File: config.mk
export PLATFORM = sky130hd
export DESIGN_NAME = phy_link_ctrl
export DESIGN_NICKNAME = d
export VERILOG_FILES = /design/src/rtl/plc_pkg.sv /design/src/rtl/plc_edge_sync.sv /design/src/rtl/plc_neg_timer.sv /design/src/rtl/plc_link_fsm.sv /design/src/rtl/phy_link_ctrl.sv
export SDC_FILE = /design/constraint.sdc
export NUM_CORES = 1
export LEC_CHECK = 0
export BUFFER_PORTS_ARGS = -buffer_cell sky130_fd_sc_hd__buf_2
export CAP_MARGIN = 20
export CORE_MARGIN = 8
export CORE_UTILIZATION = 60
export CTS_CLUSTER_SIZE = 8
export DETAILED_ROUTE_END_ITERATION = 16
export PLACE_DENSITY = 0.79
export SYNTH_ARGS = -nofsm -noshare
export SYNTH_HDL_FRONTEND = slang
export SYNTH_SLANG_ARGS = --single-unit
File: constraint.sdc
create_clock -name clk -period 2.6 [get_ports clk]
set_clock_uncertainty 0.1 [all_clocks]
set_input_delay 0.39 -clock clk [delete_from_list [all_inputs] [get_ports clk]]
set_output_delay 0.39 -clock clk [all_outputs]
set_load 0.1 [all_outputs]
File: src/rtl/plc_pkg.sv
package plc_pkg;

    typedef enum logic [1:0] {
        ST_INIT,
        ST_DOWN,
        ST_NEGOT,
        ST_UP
    } link_state_e;

    typedef struct packed {
        logic quiet_down;
        logic down;
        logic up;
        logic an_done;
        logic tmr_start;
        logic tmr_cancel;
    } link_act_t;

    localparam int IDX_CTRL   = 0;
    localparam int IDX_STAT   = 1;
    localparam int IDX_ADV    = 4;
    localparam int IDX_PART   = 5;

    localparam logic [15:0] CTRL_ANEN  = 16'h1000;
    localparam logic [15:0] CTRL_FDX   = 16'h0100;
    localparam logic [15:0] STAT_LINK  = 16'h0004;
    localparam logic [15:0] STAT_ABIL  = 16'h0008;
    localparam logic [15:0] STAT_ANC   = 16'h0020;
    localparam logic [15:0] ADV_ABIL   = 16'h03E0;
    localparam logic [15:0] PART_ACK   = 16'h4000;

    localparam logic [4:0] MAC_IRQ_STAT = 5'd0;
    localparam logic [4:0] MAC_IRQ_MASK = 5'd1;
    localparam logic [4:0] MAC_ADAPTER  = 5'd2;
    localparam logic [4:0] MAC_MII_STAT = 5'd3;

    function automatic logic [15:0] phy_rst_val(input int idx);
        case (idx)
            IDX_CTRL: return CTRL_ANEN | CTRL_FDX;
            IDX_STAT: return STAT_ABIL | STAT_ANC | STAT_LINK;
            IDX_ADV:  return ADV_ABIL;
            IDX_PART: return ADV_ABIL;
            default:  return 16'h0000;
        endcase
    endfunction

endpackage

File: src/rtl/plc_edge_sync.sv
module plc_edge_sync #(
    parameter int STAGES = 2
) (
    input  logic clk,
    input  logic rst_n,
    input  logic din,
    output logic level,
    output logic rise,
    output logic fall
);
    logic [STAGES-1:0] chain_q;
    logic              prev_q;

    generate
        for (genvar g = 0; g < STAGES; g++) begin : g_stage
            if (g == 0) begin : g_first
                always_ff @(posedge clk) begin
                    if (!rst_n) chain_q[g] <= 1'b0;
                    else        chain_q[g] <= din;
                end
            end else begin : g_next
                always_ff @(posedge clk) begin
                    if (!rst_n) chain_q[g] <= 1'b0;
                    else        chain_q[g] <= chain_q[g-1];
                end
            end
        end
    endgenerate

    always_ff @(posedge clk) begin
        if (!rst_n) prev_q <= 1'b0;
        else        prev_q <= chain_q[STAGES-1];
    end

    assign level = chain_q[STAGES-1];
    assign rise  = chain_q[STAGES-1] & ~prev_q;
    assign fall  = ~chain_q[STAGES-1] & prev_q;
endmodule

File: src/rtl/plc_neg_timer.sv
module plc_neg_timer #(
    parameter int CYCLES = 50_000_000
) (
    input  logic clk,
    input  logic rst_n,
    input  logic start,
    input  logic cancel,
    output logic done,
    output logic running
);
    localparam int CW = $clog2(CYCLES + 1);

    logic [CW-1:0] cnt_q;
    logic          run_q;

    always_ff @(posedge clk) begin
        if (!rst_n) begin
            cnt_q <= '0;
            run_q <= 1'b0;
        end else if (cancel) begin
            cnt_q <= '0;
            run_q <= 1'b0;
        end else if (start) begin
            cnt_q <= CW'(CYCLES - 1);
            run_q <= 1'b1;
        end else if (run_q) begin
            if (cnt_q == '0) run_q <= 1'b0;
            else             cnt_q <= cnt_q - 1'b1;
        end
    end

    assign done    = run_q && (cnt_q == '0);
    assign running = run_q;
endmodule

File: src/rtl/plc_link_fsm.sv
module plc_link_fsm
    import plc_pkg::*;
#(
    parameter int INIT_WAIT = 3
) (
    input  logic        clk,
    input  logic        rst_n,
    input  logic        level,
    input  logic        rise,
    input  logic        fall,
    input  logic        an_en,
    input  logic        an_cmp,
    input  logic        tmr_done,
    output link_state_e state,
    output link_act_t   act
);
    localparam int IW = $clog2(INIT_WAIT + 1);

    link_state_e state_q, state_d;
    logic [IW-1:0] init_cnt_q;
    logic          init_end;

    assign init_end = (init_cnt_q == IW'(INIT_WAIT));

    always_ff @(posedge clk) begin
        if (!rst_n) begin
            init_cnt_q <= '0;
        end else if (state_q == ST_INIT && !init_end) begin
            init_cnt_q <= init_cnt_q + 1'b1;
        end
    end

    always_ff @(posedge clk) begin
        if (!rst_n) state_q <= ST_INIT;
        else        state_q <= state_d;
    end

    always_comb begin
        state_d = state_q;
        unique case (state_q)
            ST_INIT: begin
                if (init_end) state_d = level ? ST_UP : ST_DOWN;
            end
            ST_DOWN: begin
                if (rise) state_d = (an_en && !an_cmp) ? ST_NEGOT : ST_UP;
            end
            ST_NEGOT: begin
                if (fall)          state_d = ST_DOWN;
                else if (tmr_done) state_d = ST_UP;
            end
            ST_UP: begin
                if (fall) state_d = ST_DOWN;
            end
        endcase
    end

    always_comb begin
        act = '0;
        unique case (state_q)
            ST_INIT: begin
                act.quiet_down = init_end && !level;
            end
            ST_DOWN: begin
                if (rise) begin
                    act.tmr_start = an_en && !an_cmp;
                    act.up        = !(an_en && !an_cmp);
                end
            end
            ST_NEGOT: begin
                if (fall) begin
                    act.down       = 1'b1;
                    act.tmr_cancel = 1'b1;
                end else if (tmr_done) begin
                    act.an_done = 1'b1;
                    act.up      = 1'b1;
                end
            end
            ST_UP: begin
                act.down = fall;
            end
        endcase
    end

    assign state = state_q;
endmodule

File: src/rtl/phy_link_ctrl.sv
module phy_link_ctrl
    import plc_pkg::*;
#(
    parameter int NEG_CYCLES  = 50_000_000,
    parameter int SYNC_STAGES = 2,
    parameter int PHY_IMPL    = 8
) (
    input  logic        clk,
    input  logic        rst_n,
    input  logic        link_present,
    input  logic        bus_en,
    input  logic        bus_we,
    input  logic        bus_phy,
    input  logic [4:0]  bus_addr,
    input  logic [15:0] bus_wdata,
    output logic [15:0] bus_rdata,
    output logic        irq
);
    localparam int INIT_WAIT = SYNC_STAGES + 1;

    logic        lvl, rise, fall;
    logic        tmr_done, tmr_running;
    link_state_e state_q;
    link_act_t   act;

    logic [15:0] phy_q [PHY_IMPL];
    logic [15:0] phy_d [PHY_IMPL];
    logic        irq_stat_q, irq_mask_q, adapter_link_q, mii_chg_q;
    logic        irq_stat_d, irq_mask_d, adapter_link_d, mii_chg_d;
    logic        phy_wr, mac_wr, ev;
    logic        unused_wdata;

    assign unused_wdata = ^bus_wdata[15:1];

    plc_edge_sync #(.STAGES(SYNC_STAGES)) i_sync (
        .clk   (clk),
        .rst_n (rst_n),
        .din   (link_present),
        .level (lvl),
        .rise  (rise),
        .fall  (fall)
    );

    plc_neg_timer #(.CYCLES(NEG_CYCLES)) i_timer (
        .clk     (clk),
        .rst_n   (rst_n),
        .start   (act.tmr_start),
        .cancel  (act.tmr_cancel),
        .done    (tmr_done),
        .running (tmr_running)
    );

    plc_link_fsm #(.INIT_WAIT(INIT_WAIT)) i_fsm (
        .clk      (clk),
        .rst_n    (rst_n),
        .level    (lvl),
        .rise     (rise),
        .fall     (fall),
        .an_en    ((phy_q[IDX_CTRL] & CTRL_ANEN) != 16'h0),
        .an_cmp   ((phy_q[IDX_STAT] & STAT_ANC) != 16'h0),
        .tmr_done (tmr_done),
        .state    (state_q),
        .act      (act)
    );

    assign phy_wr = bus_en && bus_we && bus_phy;
    assign mac_wr = bus_en && bus_we && !bus_phy;
    assign ev     = act.up || act.down;

    always_comb begin
        for (int i = 0; i < PHY_IMPL; i++) begin
            phy_d[i] = phy_q[i];
            if (phy_wr && bus_addr == 5'(i)) phy_d[i] = bus_wdata;
        end
        if (act.down || act.quiet_down) begin
            phy_d[IDX_STAT] = phy_d[IDX_STAT] & ~(STAT_LINK | STAT_ANC);
            phy_d[IDX_PART] = phy_d[IDX_PART] & ~PART_ACK;
        end
        if (act.an_done) begin
            phy_d[IDX_STAT] = phy_d[IDX_STAT] | STAT_ANC;
            phy_d[IDX_PART] = phy_d[IDX_PART] | PART_ACK;
        end
        if (act.up) begin
            phy_d[IDX_STAT] = phy_d[IDX_STAT] | STAT_LINK;
        end
    end

    generate
        for (genvar g = 0; g < PHY_IMPL; g++) begin : g_phy
            always_ff @(posedge clk) begin
                if (!rst_n) phy_q[g] <= phy_rst_val(g);
                else        phy_q[g] <= phy_d[g];
            end
        end
    endgenerate

    always_comb begin
        irq_stat_d = irq_stat_q;
        if (mac_wr && bus_addr == MAC_IRQ_STAT && bus_wdata[0]) irq_stat_d = 1'b0;
        if (ev) irq_stat_d = 1'b1;

        mii_chg_d = mii_chg_q;
        if (mac_wr && bus_addr == MAC_MII_STAT && bus_wdata[0]) mii_chg_d = 1'b0;
        if (ev) mii_chg_d = 1'b1;

        irq_mask_d = irq_mask_q;
        if (mac_wr && bus_addr == MAC_IRQ_MASK) irq_mask_d = bus_wdata[0];

        adapter_link_d = adapter_link_q;
        if (act.down || act.quiet_down) adapter_link_d = 1'b0;
        if (act.up) adapter_link_d = 1'b1;
    end

    always_ff @(posedge clk) begin
        if (!rst_n) begin
            irq_stat_q     <= 1'b0;
            irq_mask_q     <= 1'b0;
            adapter_link_q <= 1'b0;
            mii_chg_q      <= 1'b0;
        end else begin
            irq_stat_q     <= irq_stat_d;
            irq_mask_q     <= irq_mask_d;
            adapter_link_q <= adapter_link_d;
            mii_chg_q      <= mii_chg_d;
        end
    end

    always_comb begin
        bus_rdata = 16'h0000;
        if (bus_en && !bus_we) begin
            if (bus_phy) begin
                for (int i = 0; i < PHY_IMPL; i++) begin
                    if (bus_addr == 5'(i)) bus_rdata = phy_q[i];
                end
            end else begin
                unique case (bus_addr)
                    MAC_IRQ_STAT: bus_rdata = {15'h0, irq_stat_q};
                    MAC_IRQ_MASK: bus_rdata = {15'h0, irq_mask_q};
                    MAC_ADAPTER:  bus_rdata = {15'h0, adapter_link_q};
                    MAC_MII_STAT: bus_rdata = {15'h0, mii_chg_q};
                    default:      bus_rdata = 16'h0000;
                endcase
            end
        end
    end

    assign irq = irq_stat_q & irq_mask_q;
endmodule

After elaboration in Yosys (flattened, before gate mapping)
Memory sizes are Yosys's and may differ from the RTL's.
Index checks and enable logic that the tools add are counted.

operators by class
  $add $sub $neg = 2
  multiply operators = 0
  div/mod/pow operators = 0
  magnitude comparators = 0
  eq/ne operators = 16
  shift-type cells = 0
  mux-type cells = 65
  bitwise operators = 15
  reduce and logical (&&, ||, !) cells = 41

operators by type and width
  kind                     count
  $mux W16                 26
  $mux W26                 3
  $mux W15                 2
  $logic_not A26 Y1        1
  $sub A26 B1 Y26 const B  1
  $logic_and A1 B1 Y1      21
  $eq A5 B3 Y1 const B     4
  $mux W1                  19
  $mux W2                  8
  $mux W6                  2
  $eq A5 B2 Y1 const B     2
  $ne A2 B1 Y1 const B     4
  $or A1 B1 Y1             8
  $pmux W2 S4              1
  $reduce_bool A2 Y1       4
  $eq A2 B2 Y1 const B     3
  $logic_not A1 Y1         6
  $eq A5 B1 Y1 const B     1
  $logic_not A5 Y1         1
  $not A1 Y1               4
  $pmux W1 S2              2
  $pmux W1 S4              1
  $reduce_and A2 Y1        2
  $reduce_and A4 Y1        1
  other kinds (9)          12

word-level totals
  register bits = 38
  latch bits = 0
  memory bits (writable) = 128
  bits in read-only memories = 0
  bits of input ports = 27
  output and inout bits = 17
  word-level logic and storage cells = 152
  memories kept = 1

memory list
  memory  words  width  read ports  clocked after Yosys merged registers in  write ports  RTL line             source
  phy_q   8      16     8           0                                        8            phy_link_ctrl.sv:26  logic [15:0] phy_q [PHY_IMPL];

Logic depth before layout (Yosys ltp)
  depth in word-level cells = 11
  depth in mapped cells = 9
  mapped depth without buffers = 7

By module
Synthesis repeated with hierarchy kept, for this count alone.

unflattened totals
  cells, all modules = 1,008
  area total of the unflattened synthesis = 8,211.6 um2

modules (own cells, without submodules)
  module         times used  cells an instance  area an instance (um2)  sequential area each (um2)
  phy_link_ctrl  1           803                6,366.1                 2,642.5
  plc_neg_timer  1           156                1,388.8                 540.5
  plc_link_fsm   1           41                 365.4                   80.1
  plc_edge_sync  1           8                  91.3                    60.1

Worst setup path before layout
Ideal clock, no wire load.

  path kind = input port to output port
  from = input bus_addr[4]
  to = output bus_rdata[10]
  arrival time = 3.926 ns
  data required time = 2.110 ns
  slack = -1.816 ns
  stages on the path = 5
  buffers on the path = 1
  cell sequence = or3b_1 > nor3_1 > clkbuf_1 > a21oi_1 > a211oi_1

on the way
  word-level cells in the longest chain between the ends = 11
  elaborated cells between the ends (all ways) = 18
  those cells by class = 7 x eq/ne; 10 x mux; 1 x reduce/logical

RTL lines
  what                   RTL line              source
  start, declared        phy_link_ctrl.sv:14   input logic [4:0] bus_addr,
  $logic_not A5 Y1       phy_link_ctrl.sv:133  if (bus_addr == 5'(i)) bus_rdata = phy_q[i];
  $mux W16 (7 in a row)  phy_link_ctrl.sv:133
  $mux W16 *             phy_link_ctrl.sv:133
  $mux W16 *             phy_link_ctrl.sv:131  if (bus_phy) begin
  $mux W16 *             phy_link_ctrl.sv:130  if (bus_en && !bus_we) begin
  end, declared          phy_link_ctrl.sv:16   output logic [15:0] bus_rdata,

Mark *: on every way between the ends. The rest lies on a longest branch, timed or not.

Final worst setup path
  from = input bus_addr[4]
  to = output bus_rdata[8]

The elaborated chain is that of the path after synthesis.

==> summary.log <==
qor: run_status.outcome completed
qor: floorplanning.die_width 128 um
qor: timing.timing.max_slew.rel_slack 56.1%
qor: detailed_routing.route.vias.total 6,961
qor: detailed_routing.wire_per_inst 17.2 um
qor: flow_run.maxCapViolations 0
qor: detailed_routing.totalWireLength 20.0 mm
qor: placement.buffer_ports.inserted 43
qor: logic_synthesis.ys_async_sr_fraction 0%
qor: power_and_ir_drop.p_leak 3.10 nW
qor: placement.post-place-cells 1,135
qor: global_route.globalRouteOverflowTotal 0
qor: logic_synthesis.netlist_area 7510 um^2
qor: final_layout.layout.nets 1,016
qor: final_layout.layout.core_utilization 72.6%
qor: critical_path.cp_max_fo 16
qor: cts.cts-root-to-sink-buffers 2
qor: logic_synthesis.synth.yosys.warnings 0
qor: global_route.grt_pass1_wl 33.3 mm
qor: logic_synthesis.synth.distinct_cells 57
qor: power_and_ir_drop.pwr_density_cell 609 nW/um^2
qor: timing.timing_max_transition_violations_final 0
qor: cts.tritoncts.num_buffers 17
qor: logic_synthesis.synth_edf_count 0
qor: timing.tightestPinTransition 0.657 ns
qor: logic_synthesis.synth-main-ff-cell dfxtp_1
qor: floorplanning.die-height 128 um
qor: critical_path.critical_path_at 1.97 ns
qor: timing.grt_setup_unrepaired false
qor: global_route.antenna_found_initial 1
qor: final_layout.layout_commonest_cell nand2_1
qor: logic_synthesis.synth_fp_nets 988
qor: detailed_routing.detail-route-antenna-nets 0
qor: logic_synthesis.synthTopCellsByArea dfxtp_1 44%, nand2_1 13%, a21oi_1 10%
qor: logic_synthesis.synth.yosys.seq_area_share 44.2%
qor: critical_path.cp_data_required_time 2.11 ns
qor: critical_path.worstSetupEndpointType primary output
qor: final_layout.multi_input_gate_area_in_the_final_layout 4030 um^2
qor: power_and_ir_drop.peakVddDrop 435 uV
qor: floorplanning.dieArea 16,400 um^2
qor: timing.period_needed 2.46 ns
qor: cts.cts.htree.levels 4
qor: detailed_routing.route.detailed.vias_per_inst 5.96
qor: final_layout.diodes 0
qor: global_route.global_route.usage.total 25.4%
qor: floorplanning.floorplan.initialDensity 60.5%
qor: final_layout.drive_above_1_share 18.2%
qor: cts.clk-insertion-delay-late 0.43 ns
qor: critical_path.cp-start-kind primary input
qor: global_route.met1_usage 30.4%
qor: final_layout.regArea 3320 um^2
qor: detailed_routing.detailedRoute.firstIterationViolations 759
qor: worst_hold_path.min-delay-path-class in2reg
qor: global_route.globalRouteMet2Util 42.8%
qor: detailed_routing.drt_first_pass_iters 8
qor: cts.clock-root-buffer clkbuf_16
qor: global_route.via_count_of_the_first_global_routing_pass 6,728
qor: global_route.grt_busiest_layer met2
qor: cts.cts.hold.buffers_added 0
qor: timing.timing.final.crit_share 94.7%
qor: floorplanning.core.rowCount 41
qor: logic_synthesis.synthCells 954
qor: placement.placer_s_final_routability_congestion_estimate 0.869
qor: critical_path.criticalPathCategory in2out
qor: global_route.grt_max_degree 120
qor: cts.cts_post_setup_buffers_inserted 0
qor: final_layout.most-common-layout-cells 266 x nand2_1, 166 x dfxtp_1, 150 x a21oi_1, 38 x buf_4, 34 x o21ai_0
qor: cts.cts_num_sinks 166
qor: timing.fmax 0.406 GHz
qor: logic_synthesis.synth_seq_cells 166
qor: final_layout.layout.cells.non_filler 1,167
qor: logic_synthesis.synth_top_cell_area_share 44.2%
qor: final_layout.flow.area_growth_from_synthesis 20.0%
qor: timing.finalSetupViolCount 0
qor: logic_synthesis.yosysTopAreaCell dfxtp_1
qor: placement.dp_hpwl 13.1 mm
qor: final_layout.n_fill_cell 951
qor: detailed_routing.drt_drc_violations_left 0
qor: logic_synthesis.syn_avg_cell_area 7.87 um^2
qor: global_route.met3_usage_grt 6.11%
qor: cts.post_cts_resized 0
qor: cts.clk_transition_reported_paths 0.06 ns
qor: timing.finalHoldViolCount 0
qor: floorplanning.ioPinCount 44
qor: floorplanning.core 12,400 um^2
qor: cts.clock_tree_from_tritoncts built
==> cell type report <==
type | instances | area share, %
Clock inverter | 8 | 0.833
Sequential cell | 166 | 36.9
Multi-Input combinational cell | 702 | 44.8
Inverter | 8 | 0.347
Tap cell | 172 | 2.39
Timing Repair Buffer | 87 | 9.55
Clock buffer | 24 | 5.23
==> final timing paths <==
check / start / to / slack [ns] / depth (start not counted)
max reg2reg: i_timer.cnt_q[0]$_SDFFE_PP0P_ / i_timer.cnt_q[21]$_SDFFE_PP0P_ / 0.17 / 8
max: bus_addr[4] / bus_rdata[8] / 0.14 / 7
min: link_present / i_sync.chain_q[0]$_SDFF_PN0_ / 0.09 / 2
min reg2reg: i_sync.chain_q[0]$_SDFF_PN0_ / i_sync.level$_SDFF_PN0_ / 0.34 / 1
==> worst max-delay path, stage by stage <==
cell      delay, ns
buf_2          0.13
or3b_4         0.44
nor3_4         0.21
buf_12         0.18
a21oi_1        0.12
a211oi_4       0.28
buf_12         0.21
==> report_power, final <==
group	total, mW	internal (mW)	leakage (nW)	switching [mW]
Sequential	2.61	2.58	1.34	0.0271
Clock	2.37	1.36	0.256	1.00
Combinational	0.514	0.186	1.51	0.328
==> metrics by stage <==
step	cell area [um^2]	hold slack (ns)	setup slack [ns]	power (mW)	setup TNS [ns]
final	9010	0.0879	0.138	5.49	0
after global routing	9010	0.0786	0.00208	5.67	0
after CTS	9010	0.0697	0.142	5.49	0
after detailed placement	8460	0.323	0.146	3.17	0
after global placement	8460	0.317	0.166	3.16	0
after floorplan	7760	0.312	-0.154	3.02	-1.66
==> synthesized netlist by cell type (all sizes together), types with 7 or more instances <==
library cell and count:
a21oi 150, clkbuf 63, mux2 19, o22ai 16
dfxtp 166, nor2 24, o21ai 43, or4 7
nand2 266, inv 8, or3 14, nand3 22
o221a 15, buf 15, ha 7, a31oi 9
nor3 10, a211oi 16, xnor2 12, nor4 9
==> registers in the layout (all words and copies together), names as in the netlist, 2 cells and up <==
| signal | count |
|---|---|
| i_timer.cnt_q | 26 |
| i_fsm.state | 2 |
| phy_q | 128 |
| i_fsm.init_cnt_q | 2 |
==> per-layer routing <==
metal / up-vias / share of wire (%)
met1: 3306 / 42
met4: 2 / 2.3
li1: 3358 / -
met5: - / 0.050
met2: 251 / 49
met3: 44 / 6.7
==> cell families (layout without fill, tap and decap cells) <==
kind of cell / Yosys count / in the layout / share of synthesized area (%)
flops: 166 / 166 / 44.2
simple gates: 386 / 386 / 22.9
buf+inv: 86 / 127 / 5.10
fa+ha+maj: 7 / 7 / 1.17
compound gates: 268 / 268 / 21.0
xor+xnor: 16 / 16 / 1.87
mux: 25 / 25 / 3.81
Power figures use the tool's default switching activity.
